==> src/rtl/init_rst_pkg.sv <==
package init_rst_pkg;

    localparam int unsigned NUM_KEYS = 4;

    typedef enum logic [1:0] {
        COMBO_OFF   = 2'b00,
        COMBO_K01   = 2'b01,
        COMBO_K012  = 2'b10,
        COMBO_K0123 = 2'b11
    } combo_e;

    typedef struct packed {
        logic pin;
        logic key;
        logic wdt;
        logic osc;
    } cause_t;

    function automatic logic [NUM_KEYS-1:0] combo_mask(input combo_e c);
        case (c)
            COMBO_K01:   combo_mask = 4'b0011;
            COMBO_K012:  combo_mask = 4'b0111;
            COMBO_K0123: combo_mask = 4'b1111;
            default:     combo_mask = 4'b0000;
        endcase
    endfunction

    function automatic logic any_cause(input cause_t c);
        any_cause = c.pin | c.key | c.wdt | c.osc;
    endfunction

endpackage

==> src/rtl/irc_sync.sv <==
module irc_sync #(
    parameter int unsigned W = 1,
    parameter logic [W-1:0] IDLE = '1
) (
    input  logic         clk,
    input  logic         rst,
    input  logic [W-1:0] d,
    output logic [W-1:0] q
);
    logic [W-1:0] stage1;

    always_ff @(posedge clk) begin
        if (rst) begin
            stage1 <= IDLE;
            q      <= IDLE;
        end else begin
            stage1 <= d;
            q      <= stage1;
        end
    end
endmodule

==> src/rtl/irc_key_qual.sv <==
module irc_key_qual
    import init_rst_pkg::*;
#(
    parameter int unsigned HOLD_CYCLES = 65536
) (
    input  logic                clk,
    input  logic                rst,
    input  logic [NUM_KEYS-1:0] keys_n_s,
    input  combo_e              sel,
    output logic                key_active
);
    localparam int unsigned CW = $clog2(HOLD_CYCLES + 1);

    logic [NUM_KEYS-1:0] mask;
    logic                all_low;
    logic [CW-1:0]       hold_cnt;
    logic                done;

    assign mask    = combo_mask(sel);
    assign all_low = (mask != '0) && ((keys_n_s & mask) == '0);
    assign done    = (hold_cnt == CW'(HOLD_CYCLES));

    always_ff @(posedge clk) begin
        if (rst || !all_low) begin
            hold_cnt <= '0;
        end else if (!done) begin
            hold_cnt <= hold_cnt + CW'(1);
        end
    end

    assign key_active = all_low && done;


    counter_clears_chk: assert property (@(posedge clk) disable iff (rst)
        !all_low |=> (hold_cnt == '0));


    disabled_quiet_chk: assert property (@(posedge clk) disable iff (rst)
        (sel == COMBO_OFF) |-> !key_active);


    qualified_after_low_chk: assert property (@(posedge clk) disable iff (rst)
        $rose(key_active) |-> $past(all_low));
endmodule

==> src/rtl/irc_stretch.sv <==
module irc_stretch
    import init_rst_pkg::*;
#(
    parameter int unsigned STRETCH_CYCLES = 4
) (
    input  logic   clk,
    input  cause_t causes,
    output logic   rst_out
);
    localparam int unsigned SW = $clog2(STRETCH_CYCLES + 1);

    logic          any;
    logic [SW-1:0] tail_cnt;

    assign any = any_cause(causes);

    always_ff @(posedge clk) begin
        if (any) begin
            rst_out  <= 1'b1;
            tail_cnt <= '0;
        end else if (rst_out) begin
            if (tail_cnt == SW'(STRETCH_CYCLES)) begin
                rst_out <= 1'b0;
            end else begin
                tail_cnt <= tail_cnt + SW'(1);
            end
        end
    end


    any_sets_chk: assert property (@(posedge clk) disable iff (causes.osc)
        any |=> rst_out);

    generate
        if (STRETCH_CYCLES >= 4) begin : g_tail_chk

            release_quiet_chk: assert property (@(posedge clk) disable iff (causes.osc)
                $fell(rst_out) |-> (!$past(any, 1) && !$past(any, 2) &&
                                    !$past(any, 3) && !$past(any, 4)));
        end
    endgenerate
endmodule

==> src/rtl/init_reset_ctrl.sv <==
module init_reset_ctrl
    import init_rst_pkg::*;
#(
    parameter int unsigned HOLD_CYCLES    = 65536,
    parameter int unsigned STRETCH_CYCLES = 4
) (
    input  logic       clk,
    input  logic       ext_rst_n,
    input  logic [3:0] port_k_n,
    input  logic [1:0] combo_sel,
    input  logic       osc_good,
    input  logic       wdt_bite,
    output logic       init_rst
);
    logic                rst;
    logic                pin_s;
    logic [NUM_KEYS-1:0] keys_s;
    logic                key_active;
    cause_t              causes;

    assign rst = !osc_good;

    irc_sync #(.W(1), .IDLE(1'b1)) u_pin_sync (
        .clk (clk),
        .rst (rst),
        .d   (ext_rst_n),
        .q   (pin_s)
    );

    irc_sync #(.W(NUM_KEYS), .IDLE({NUM_KEYS{1'b1}})) u_key_sync (
        .clk (clk),
        .rst (rst),
        .d   (port_k_n),
        .q   (keys_s)
    );

    irc_key_qual #(.HOLD_CYCLES(HOLD_CYCLES)) u_qual (
        .clk        (clk),
        .rst        (rst),
        .keys_n_s   (keys_s),
        .sel        (combo_e'(combo_sel)),
        .key_active (key_active)
    );

    always_comb begin
        causes.pin = !pin_s;
        causes.key = key_active;
        causes.wdt = wdt_bite;
        causes.osc = rst;
    end

    irc_stretch #(.STRETCH_CYCLES(STRETCH_CYCLES)) u_stretch (
        .clk     (clk),
        .causes  (causes),
        .rst_out (init_rst)
    );


    osc_holds_chk: assert property (@(posedge clk)
        !osc_good |=> init_rst);


    wdt_forces_chk: assert property (@(posedge clk) disable iff (rst)
        wdt_bite |=> init_rst);


    pin_forces_chk: assert property (@(posedge clk) disable iff (rst)
        !pin_s |=> init_rst);
endmodule

==> config.mk <==
export PLATFORM = sky130hd
export DESIGN_NAME = init_reset_ctrl
export DESIGN_NICKNAME = d
export VERILOG_FILES = /design/src/rtl/init_rst_pkg.sv /design/src/rtl/irc_sync.sv /design/src/rtl/irc_key_qual.sv /design/src/rtl/irc_stretch.sv /design/src/rtl/init_reset_ctrl.sv
export SDC_FILE = /design/constraint.sdc
export NUM_CORES = 1
export LEC_CHECK = 0
export BUFFER_PORTS_ARGS = -buffer_cell sky130_fd_sc_hd__buf_2
export CAP_MARGIN = 15
export CORE_MARGIN = 5
export CORE_UTILIZATION = 50
export DETAILED_ROUTE_END_ITERATION = 7
export PLACE_DENSITY = 0.71
export SLEW_MARGIN = 20
export SYNTH_ARGS = -nofsm -noshare
export SYNTH_HDL_FRONTEND = slang
export SYNTH_SLANG_ARGS = --single-unit
==> constraint.sdc <==
create_clock -name clk -period 1.7 [get_ports clk]
set_input_delay 0.17 -clock clk [delete_from_list [all_inputs] [get_ports clk]]
set_output_delay 0.17 -clock clk [all_outputs]
set_load 0.02 [all_outputs]
* Word-level counts from Yosys, hierarchy flattened
Cells that the tools add are included.
** Cells by class
- Bitwise gates (word level) :: 5
- Reduce and logical (&&, ||, !) cells :: 9
- Muxes and demuxes :: 3
- Add/subtract/negate cells :: 2
- Equal/unequal tests :: 5
** Operators with widths (count)
- 17-bit by 1-bit adder with 17-bit output (second input constant) :: 1
- 17-bit equality test (second input constant) :: 1
- 4-bit case mux with 3 select lines :: 1
- 4-bit bitwise AND :: 1
- 2-bit equality test (second input constant) :: 2
- 4-bit logical NOT :: 1
- 4-bit nonzero test :: 1
- 3-bit by 1-bit adder with 3-bit output (second input constant) :: 1
- 3-bit equality test (second input constant) :: 1
- 1-bit logical NOT :: 3
- 1-bit OR :: 3
- 2-bit by 1-bit equality test with 1-bit output (second input constant) :: 1
- 1-bit logical AND :: 2
- 1-bit two-way mux :: 2
- 2-bit AND reduction :: 1
- 1-bit logical OR :: 1
- 1-bit NOT :: 1
** Word-level totals
- Word-level logic and storage cells :: 31
- Input bits :: 10
- Bits in registers :: 31
- Output and inout bits :: 1

* Depth between registers and ports, before layout
Gate-level depths: netlist of the first run.
- Depth in word-level cells :: 9
- Gate-level depth with buffers :: 6
- Gate-level depth less buffers :: 6

* Modules after synthesis
From an unflattened synthesis of the first run, not the netlist that was laid out.
** Second synthesis, totals
- Cells, all modules :: 134
- Area total of the unflattened synthesis :: 1287.5 µm²
** Modules (own cells, without submodules)
- irc_key_qual :: instances 1, area each 833.3 µm², cells an instance 94, seq. area each 340.3 µm²
- irc_sync (u_key_sync) :: instances 1, area each 210.2 µm², cells an instance 16, seq. area each 160.2 µm²
- irc_stretch :: instances 1, area each 183.9 µm², cells an instance 18, seq. area each 80.1 µm²
- irc_sync (u_pin_sync) :: instances 1, area each 52.6 µm², cells an instance 4, seq. area each 40.0 µm²
- init_reset_ctrl :: instances 1, area each 7.5 µm², cells an instance 2, seq. area each 0.0 µm²

* Worst setup path before layout of the first run
Ideal clock, no wire load.
- Kind :: flip-flop to flip-flop
- Start point :: register u_qual.hold_cnt[0]
- End point :: register u_qual.hold_cnt[14]
- Setup slack :: 0.113 ns
- Period minus slack after synthesis :: 1.587 ns
- Data required time :: 1.630 ns
- Path buffers :: 0
- Setup time :: 0.070 ns
- Stages on the path, launching flop included :: 6
- Arrival time :: 1.517 ns
- Cells stage by stage :: dfxtp_1 > ha_1 > nand3_1 > nor2_1 > or4b_1 > a21oi_1
** On the way
- Cells in the longest elaborated chain, start to end :: 1
- Elaborated cells on any way between the ends :: 2
- Classes of those cells :: 1 x add/sub; 1 x eq/ne
** RTL lines
- start, declared :: line irc_key_qual.sv:16 : logic [CW-1:0] hold_cnt;
- start signal, assigned :: line irc_key_qual.sv:27 : hold_cnt <= hold_cnt + CW'(1);
- 17-bit by 1-bit adder with 17-bit output / 17-bit equality test (equally long branches) :: line irc_key_qual.sv:27, irc_key_qual.sv:21
Several ways; a longest one is shown, not always the timed one.
A chain may end at the register's enable or synchronous reset.

* Final worst setup path of the first run
- Start point :: register u_qual.hold_cnt[7]
- End point :: register u_qual.hold_cnt[14]
The elaborated chain is that of the path after synthesis.

==> metrics.md, run 1 <==
| Metric | Value |
|---|---|
| Nets | `176` |
| Diodes inserted | `0` |
| RePlAce Congestion | `0.7889` |
| Post-DRT Antenna Nets | `0` |
| Clk root buf | `clkbuf_4` |
| Relative max-transition margin | `0.6919` |
| DRC | `0` |
| Via count | `1012` |
| Worst Skew | `0.009831 ns` |
| Mux share of post-synthesis cell area | `0.01533` |
| Multi-input logic area | `670.6 µm²` |
| Max cap viols | `0` |
| Chip Height | `61.11 µm` |
| TritonCTS Sinks | `31` |
| Tmin final | `1.622 ns` |
| Final setup vio count | `0` |
| Worst setup SP type | `flop` |
| Power density cells | `767.5 nW/µm²` |
| Vias per cell | `5.244` |
| Ports | `11` |
| CP required | `1.97 ns` |
| Crit Path Max Fanout | `6` |
| Post-Syn Instances | `137` |
| Seq/Total Area, Yosys | `0.4751` |
| DR pass1 iterations | `4` |
| Endpoint class of the critical path | `flop` |
| Critical path class | `flop to flop` |
| Largest family of logic cells by synthesized area | `simple AND/OR/NAND/NOR gates` |
| Simple-Gate Fraction of Synth Area | `0.2845` |
| Post-synthesis compound-gate area fraction | `0.07184` |
| # fillers | `223` |
| Post-synth EDFFs | `0` |
| Number of global-route vias before repair | `964` |
| CTS H-tree lvls | `2` |
| HPWL Detailed | `1657 µm` |
| Cts bufs inserted | `5` |
| Worst Max-Slew Pin Slew | `0.4580 ns` |
| Synth cell types | `35` |
| Dpl cells | `181` |
| VDD IR max | `0.7761 mV` |
| Register area | `625.6 µm²` |
| Die ar. | `3734 µm²` |
| Synth Warn # | `0` |
| Postcts setup bufs | `0` |
| Number of synthesized register bits | `31` |
| GRT Overall Usage | `0.1512` |
| Period utilization | `0.9543` |
| Post-synth ARST share | `0` |
| DP Area | `1428 µm²` |
| Chip width | `61.11 µm` |
| Syn_area_per_cell | `9.535 µm²` |
| Static Leak | `0.5771 nW` |
| Fin area | `1555 µm²` |
| Layout Utilization | `0.6278` |
| Global route total overflow | `0` |
| Clock Pin Slew Worst Setup and Hold Paths | `0.10 ns` |
| Post-synth top flop | `dfxtp_1` |
| Hold WS | `0.02395 ns` |
| Final slew viol count | `0` |
| Post-Synth Adder-Cell Area | `0.03831` |
| Post-Syn Nets | `151` |
| Routed WL | `2385 µm` |
| Post-Synth XOR/XNOR Area | `0.08046` |
| First-pass GRT wire length | `4015 µm` |
| Worst skew pair latency | `0.33 ns` |
| Initial Util | `0.5273` |
| Share of cells above drive strength 1 | `0.2515` |
| Hold Vio Cnt, Final | `0` |
| Clk buf depth | `2` |
| Layout area overhead | `19.06%` |
| Finished Layout Cells | `193` |
| Status | `completed` |
| WL/cell | `12.36 µm` |
| Port bufs | `10` |
| Worst Path Arrival | `1.89 ns` |
| Starting DRT DRC Count | `54` |
| CTS tree | `done` |
| Worst hold path class | `input port to flop` |
| Largest net degree at the start of global routing | `18` |
| CORE AREA | `2477 µm²` |
| FP Rows | `18` |
| Initial antenna violation count | `0` |
| Cell Area, Synth | `1306 µm²` |
| Max frequency | `0.6164 GHz` |
==> where the power goes <==
| part | internal (mW) | switching (mW) | leakage (nW) |
|---|---|---|---|
| Sequential | 0.739 | 0.00506 | 0.254 |
| Clock | 0.154 | 0.251 | 0.0347 |
| Combinational | 0.0271 | 0.0178 | 0.288 |
==> state kept, by name, indices dropped and copies added, names as in the netlist <==
signal and flops:
u_qual.hold_cnt 17, u_key_sync.q 4, u_key_sync.stage1 4, u_stretch.tail_cnt 3, u_pin_sync.q 1, u_pin_sync.stage1 1
u_stretch.rst_out 1
==> path summary, 6_finish.rpt <==
check / slack, ns / cells after the start / to / startpoint
worst max-delay path: 0.08 / 4 / u_qual.hold_cnt[14]$_SDFFE_PP0P_ / u_qual.hold_cnt[7]$_SDFFE_PP0P_
worst min-delay path: 0.02 / 2 / u_key_sync.stage1[1]$_SDFF_PN1_ / port_k_n[1]
worst max register to register: 0.08 / 4 / u_qual.hold_cnt[14]$_SDFFE_PP0P_ / u_qual.hold_cnt[7]$_SDFFE_PP0P_
worst min register to register: 0.41 / 1 / u_key_sync.q[0]$_SDFF_PN1_ / u_key_sync.stage1[0]$_SDFF_PN1_
==> cells in the final DEF (no fill, tap or decap), types with 2 or more instances in the layout <==
cell / synthesis / layout
dfxtp_1: 31 / 27
nor2_1: 17 / 16
nand2b_1: 11 / 11
buf_2: 0 / 10
inv_1: 7 / 7
a21oi_1: 8 / 7
nand2_1: 7 / 7
buf_4: 0 / 7
xnor2_1: 6 / 6
xor2_1: 6 / 6
clkbuf_4: 0 / 5
nor4_1: 4 / 4
nor3_1: 4 / 4
ha_1: 4 / 4
dlygate4sd3_1: 0 / 4
dfxtp_2: 0 / 4
nand3_1: 4 / 3
nand4_1: 3 / 3
clkinv_2: 0 / 3
mux2i_1: 2 / 2
or4b_1: 2 / 2
==> synth_stat cells, types with 2 or more instances <==
master    instances  share of area
mux2i_1           2          0.015
nor3_1            4          0.015
nand3_1           4          0.015
ha_1              4          0.038
xnor2_1           6          0.040
dfxtp_1          31           0.48
nand2b_1         11          0.053
xor2_1            6          0.040
nand4_1           3          0.014
clkbuf_1          2         0.0057
or4b_1            2          0.015
inv_1             7          0.020
nand2_1           7          0.020
nor4_1            4          0.019
a21oi_1           8          0.031
nor2_1           17          0.049
==> metrics by stage <==
step                setup TNS (ns)  worst slack, ns  total power, mW
finish                           0          0.07770            1.194
global route              -0.01634         -0.01634            1.258
floorplan                        0           0.1130           0.7822
global placement                 0           0.1372           0.7947
detailed placement               0          0.05448           0.7967
CTS                              0          0.03152            1.214
==> metal layers <==
layer	GRT usage	part of all wire	up-vias	routed length [µm]
met4	0.08669	0.022	0	53
met3	0.06709	0.049	5	117
met1	0.1534	0.43	468	1027
li1	-	-	523	-
met2	0.2568	0.50	16	1188
met5	0	0	-	0
==> kinds of logic (layout without fill, tap and decap cells) <==
kind of cell,Yosys count,count (layout)
xor+xnor,12,12
mux,2,2
compound gates,14,14
buf+inv,10,36
flops,31,31
simple gates,64,64
fa+ha+maj,4,4
==> what timing repair did <==
| item | CTS | global route |
|---|---|---|
| hold buffers | 4 | 0 |
| resized for setup | 0 | 9 |
| endpoints found under the hold margin | 4 | 0 |
| setup endpoints to repair | 0 | 4 |
==> final cells by class <==
cell class                      instances  share of cell area
Clock buffer                            5             0.02414
Inverter                                7             0.01689
Clock inverter                          3            0.009654
Multi-Input combinational cell         96              0.4312
Timing Repair Buffer                   21             0.09171
Sequential cell                        31              0.4023
Tap cell                               30             0.02414
==> worst max-delay path: stages, from the launching register on <==
cell     delay, ns
dfxtp_2       0.39
nand4_2       0.15
or2_4         0.31
or4b_1        0.54
a21oi_2       0.17
Note: power is estimated with default switching activity, not from simulation.
==> run 2, diff against run 1 <==
- PLACE_DENSITY: 0.71 -> 0.78
==> metrics.md, run 2 (synthesis gave the netlist of run 1 again) <==
| Metric | Value |
|---|---|
| Max frequency | `0.6287 GHz (was 0.6164 GHz)` |
| Clk buf depth | `2 (unchanged)` |
| Chip width | `61.11 µm (unchanged)` |
| Status | `completed (unchanged)` |
| Power density cells | `785.2 nW/µm² (was 767.5 nW/µm²)` |
| DR pass1 iterations | `4 (unchanged)` |
| Clock Pin Slew Worst Setup and Hold Paths | `0.10 ns (about the same)` |
| Final setup vio count | `0 (unchanged)` |
| Multi-input logic area | `655.6 µm² (was 670.6 µm²)` |
| Largest regs | `u_qual.hold_cnt: 17 flops, u_key_sync.q: 4 flops, u_key_sync.stage1: 4 flops (unchanged)` |
| Commonest non-fill, non-tap cell in the layout | `dfxtp_1 (unchanged)` |
| FP Rows | `18 (unchanged)` |
| Initial Util | `0.5273 (unchanged)` |
| Worst setup SP type | `flop (unchanged)` |
| Tmin final | `1.591 ns (was 1.622 ns)` |
| RePlAce Congestion | `0.8130 (was 0.7889)` |
| Reg power frac | `0.612 (was 0.623)` |
| HPWL Detailed | `1699 µm (was 1657 µm)` |
| Sw Pwr | `0.2922 mW (was 0.2742 mW)` |
| Critical path class | `flop to flop (unchanged)` |
| Via count | `1037 (was 1012)` |
| Worst Max-Slew Pin Slew | `0.4328 ns (was 0.4580 ns)` |
| Register area | `621.8 µm² (was 625.6 µm²)` |
| Combinational share of power | `0.038 (about the same)` |
| Clock power frac | `0.350 (was 0.339)` |
| Initial antenna violation count | `0 (unchanged)` |
| VDD IR max | `0.6944 mV (was 0.7761 mV)` |
| Nets | `177 (was 176)` |
| Number of global-route vias before repair | `1064 (was 964)` |
| Hold WS | `0.01153 ns (was 0.02395 ns)` |
| Worst Path Arrival | `1.87 ns (was 1.89 ns)` |
| Setup TNS | `0 ns (unchanged)` |
| GRT Overall Usage | `0.1649 (was 0.1512)` |
| Worst R2R Setup Slack | `0.11 ns (was 0.08 ns)` |
| First-pass GRT wire length | `4429 µm (was 4015 µm)` |
| Hold Vio Cnt, Final | `0 (unchanged)` |
| DP Area | `1435 µm² (was 1428 µm²)` |
| Layout Utilization | `0.6253 (was 0.6278)` |
| Crit Path Max Fanout | `6 (unchanged)` |
| Relative max-transition margin | `0.7089 (was 0.6919)` |
| Final slew viol count | `0 (unchanged)` |
| Setup WS pre-CTS | `0.1581 ns (was 0.05448 ns)` |
| Max stage delay on crit path | `0.51 ns (was 0.54 ns)` |
| Critical Path, Cell by Cell | `nand4_2 > or2_4 > or4b_1 > a21oi_1 (was nand4_2 > or2_4 > or4b_1 > a21oi_2)` |
| Layout area overhead | `18.58% (was 19.06%)` |
| Port bufs | `10 (unchanged)` |
| Chip Height | `61.11 µm (unchanged)` |
| RSZ-0062 raised after global routing | `false` |
| Endpoint class of the critical path | `flop (unchanged)` |
| # fillers | `211 (was 223)` |
| WL/cell | `12.41 µm (was 12.36 µm)` |
| CORE AREA | `2477 µm² (unchanged)` |
| Biggest register | `u_qual.hold_cnt (unchanged)` |
| Diodes inserted | `0 (unchanged)` |
| Fin worst setup slack | `0.1093 ns (was 0.07770 ns)` |
| Fin area | `1549 µm² (was 1555 µm²)` |
| CTS tree | `done (unchanged)` |
| Routed WL | `2408 µm (was 2385 µm)` |
| Delay-heaviest family, CP | `simple AND/OR/NAND/NOR gates (unchanged)` |
| Global route total overflow | `0 (unchanged)` |
| Clk root buf | `clkbuf_4 (unchanged)` |
| Crit-path slowest cell | `or4b_1 (unchanged)` |
| Dpl cells | `182 (was 181)` |
| Worst skew pair latency | `0.34 ns (was 0.33 ns)` |
| CP required | `1.98 ns (was 1.97 ns)` |
| Share of cells above drive strength 1 | `0.2256 (was 0.2515)` |
| Static Leak | `0.5707 nW (was 0.5771 nW)` |
| Post-DRT Antenna Nets | `0 (unchanged)` |
| Worst Path Buf+Inv | `0 (unchanged)` |
| Starting DRT DRC Count | `33 (was 54)` |
| Vias per cell | `5.345 (was 5.244)` |
| TritonCTS Sinks | `31 (unchanged)` |
| Max cap viols | `0 (unchanged)` |
| DRC | `0 (unchanged)` |
| Worst Skew | `0.007278 ns (was 0.009831 ns)` |
| Cts bufs inserted | `5 (unchanged)` |
| Largest net degree at the start of global routing | `18 (unchanged)` |
| Internal | `0.9240 mW (was 0.9195 mW)` |
| Max FFs per register | `17 (unchanged)` |
| Switching Share | `0.2403 (was 0.2297)` |
| Ports | `11 (unchanged)` |
| CTS H-tree lvls | `2 (unchanged)` |
| Die ar. | `3734 µm² (unchanged)` |
| Period utilization | `0.9357 (was 0.9543)` |
| Worst hold path class | `input port to flop (unchanged)` |
| Finished Layout Cells | `194 (was 193)` |
| Pwr Total | `1.216 mW (was 1.194 mW)` |
| Commonest non-fill, non-tap cells in the layout | `dfxtp_1 (30), nor2_1 (16), nand2b_1 (11) (was dfxtp_1 (27), nor2_1 (16), nand2b_1 (11))` |
-- run 2: cell count changes in the layout (fill, tap and decap cells not counted), moves of 2 or more --
cell / previous run / this run
dfxtp_2: 4 / 1
clkinvlp_4: 0 / 2
clkinv_2: 3 / 1
dfxtp_1: 27 / 30
-- run 2: path summary, 6_finish.rpt --
kind                                        start                          endpoint  depth (start not counted)
hold reg to reg   u_key_sync.stage1[0]$_SDFF_PN1_        u_key_sync.q[0]$_SDFF_PN1_                          1
setup reg to reg  u_qual.hold_cnt[6]$_SDFFE_PP0P_  u_qual.hold_cnt[14]$_SDFFE_PP0P_                          4
setup / recovery  u_qual.hold_cnt[6]$_SDFFE_PP0P_  u_qual.hold_cnt[14]$_SDFFE_PP0P_                          4
hold / removal                        port_k_n[2]   u_key_sync.stage1[2]$_SDFF_PN1_                          2
-- run 2: per-layer routing --
metal | wire length (µm) | vias up | global-route usage
met5 | 0 | - | 0
met4 | 49 | 0 | 0.07430
met3 | 120 | 5 | 0.07128
met2 | 1218 | 20 | 0.2764
met1 | 1020 | 489 | 0.1799
li1 | - | 523 | -
-- run 2: power groups by stage --
| stage | combinational, mW | sequential (mW) | clock, mW |
|---|---|---|---|
| floorplan | 0.0228 | 0.759 | 0 |
| global placement | 0.0345 | 0.760 | 0 |
| detailed placement | 0.0372 | 0.761 | 0 |
| CTS | 0.0444 | 0.744 | 0.438 |
| global route | 0.0527 | 0.747 | 0.474 |
| finish | 0.0462 | 0.745 | 0.425 |
-- run 2: repair_timing --
item / CTS / global route
hold buffers: 4 / 0
buffers inserted: 0 / 0
setup endpoints to repair: 0 / 6
endpoints found under the hold margin: 4 / 0
gates resized for setup: 0 / 4
-- run 2: cell type report --
type / instances / share of cell area
sequential: 31 / 0.4015
inverter: 7 / 0.01696
tap: 30 / 0.02423
timing repair buffer: 22 / 0.09693
clock inverter: 3 / 0.01292
clock buffer: 5 / 0.02423
multi-input combinational: 96 / 0.4233
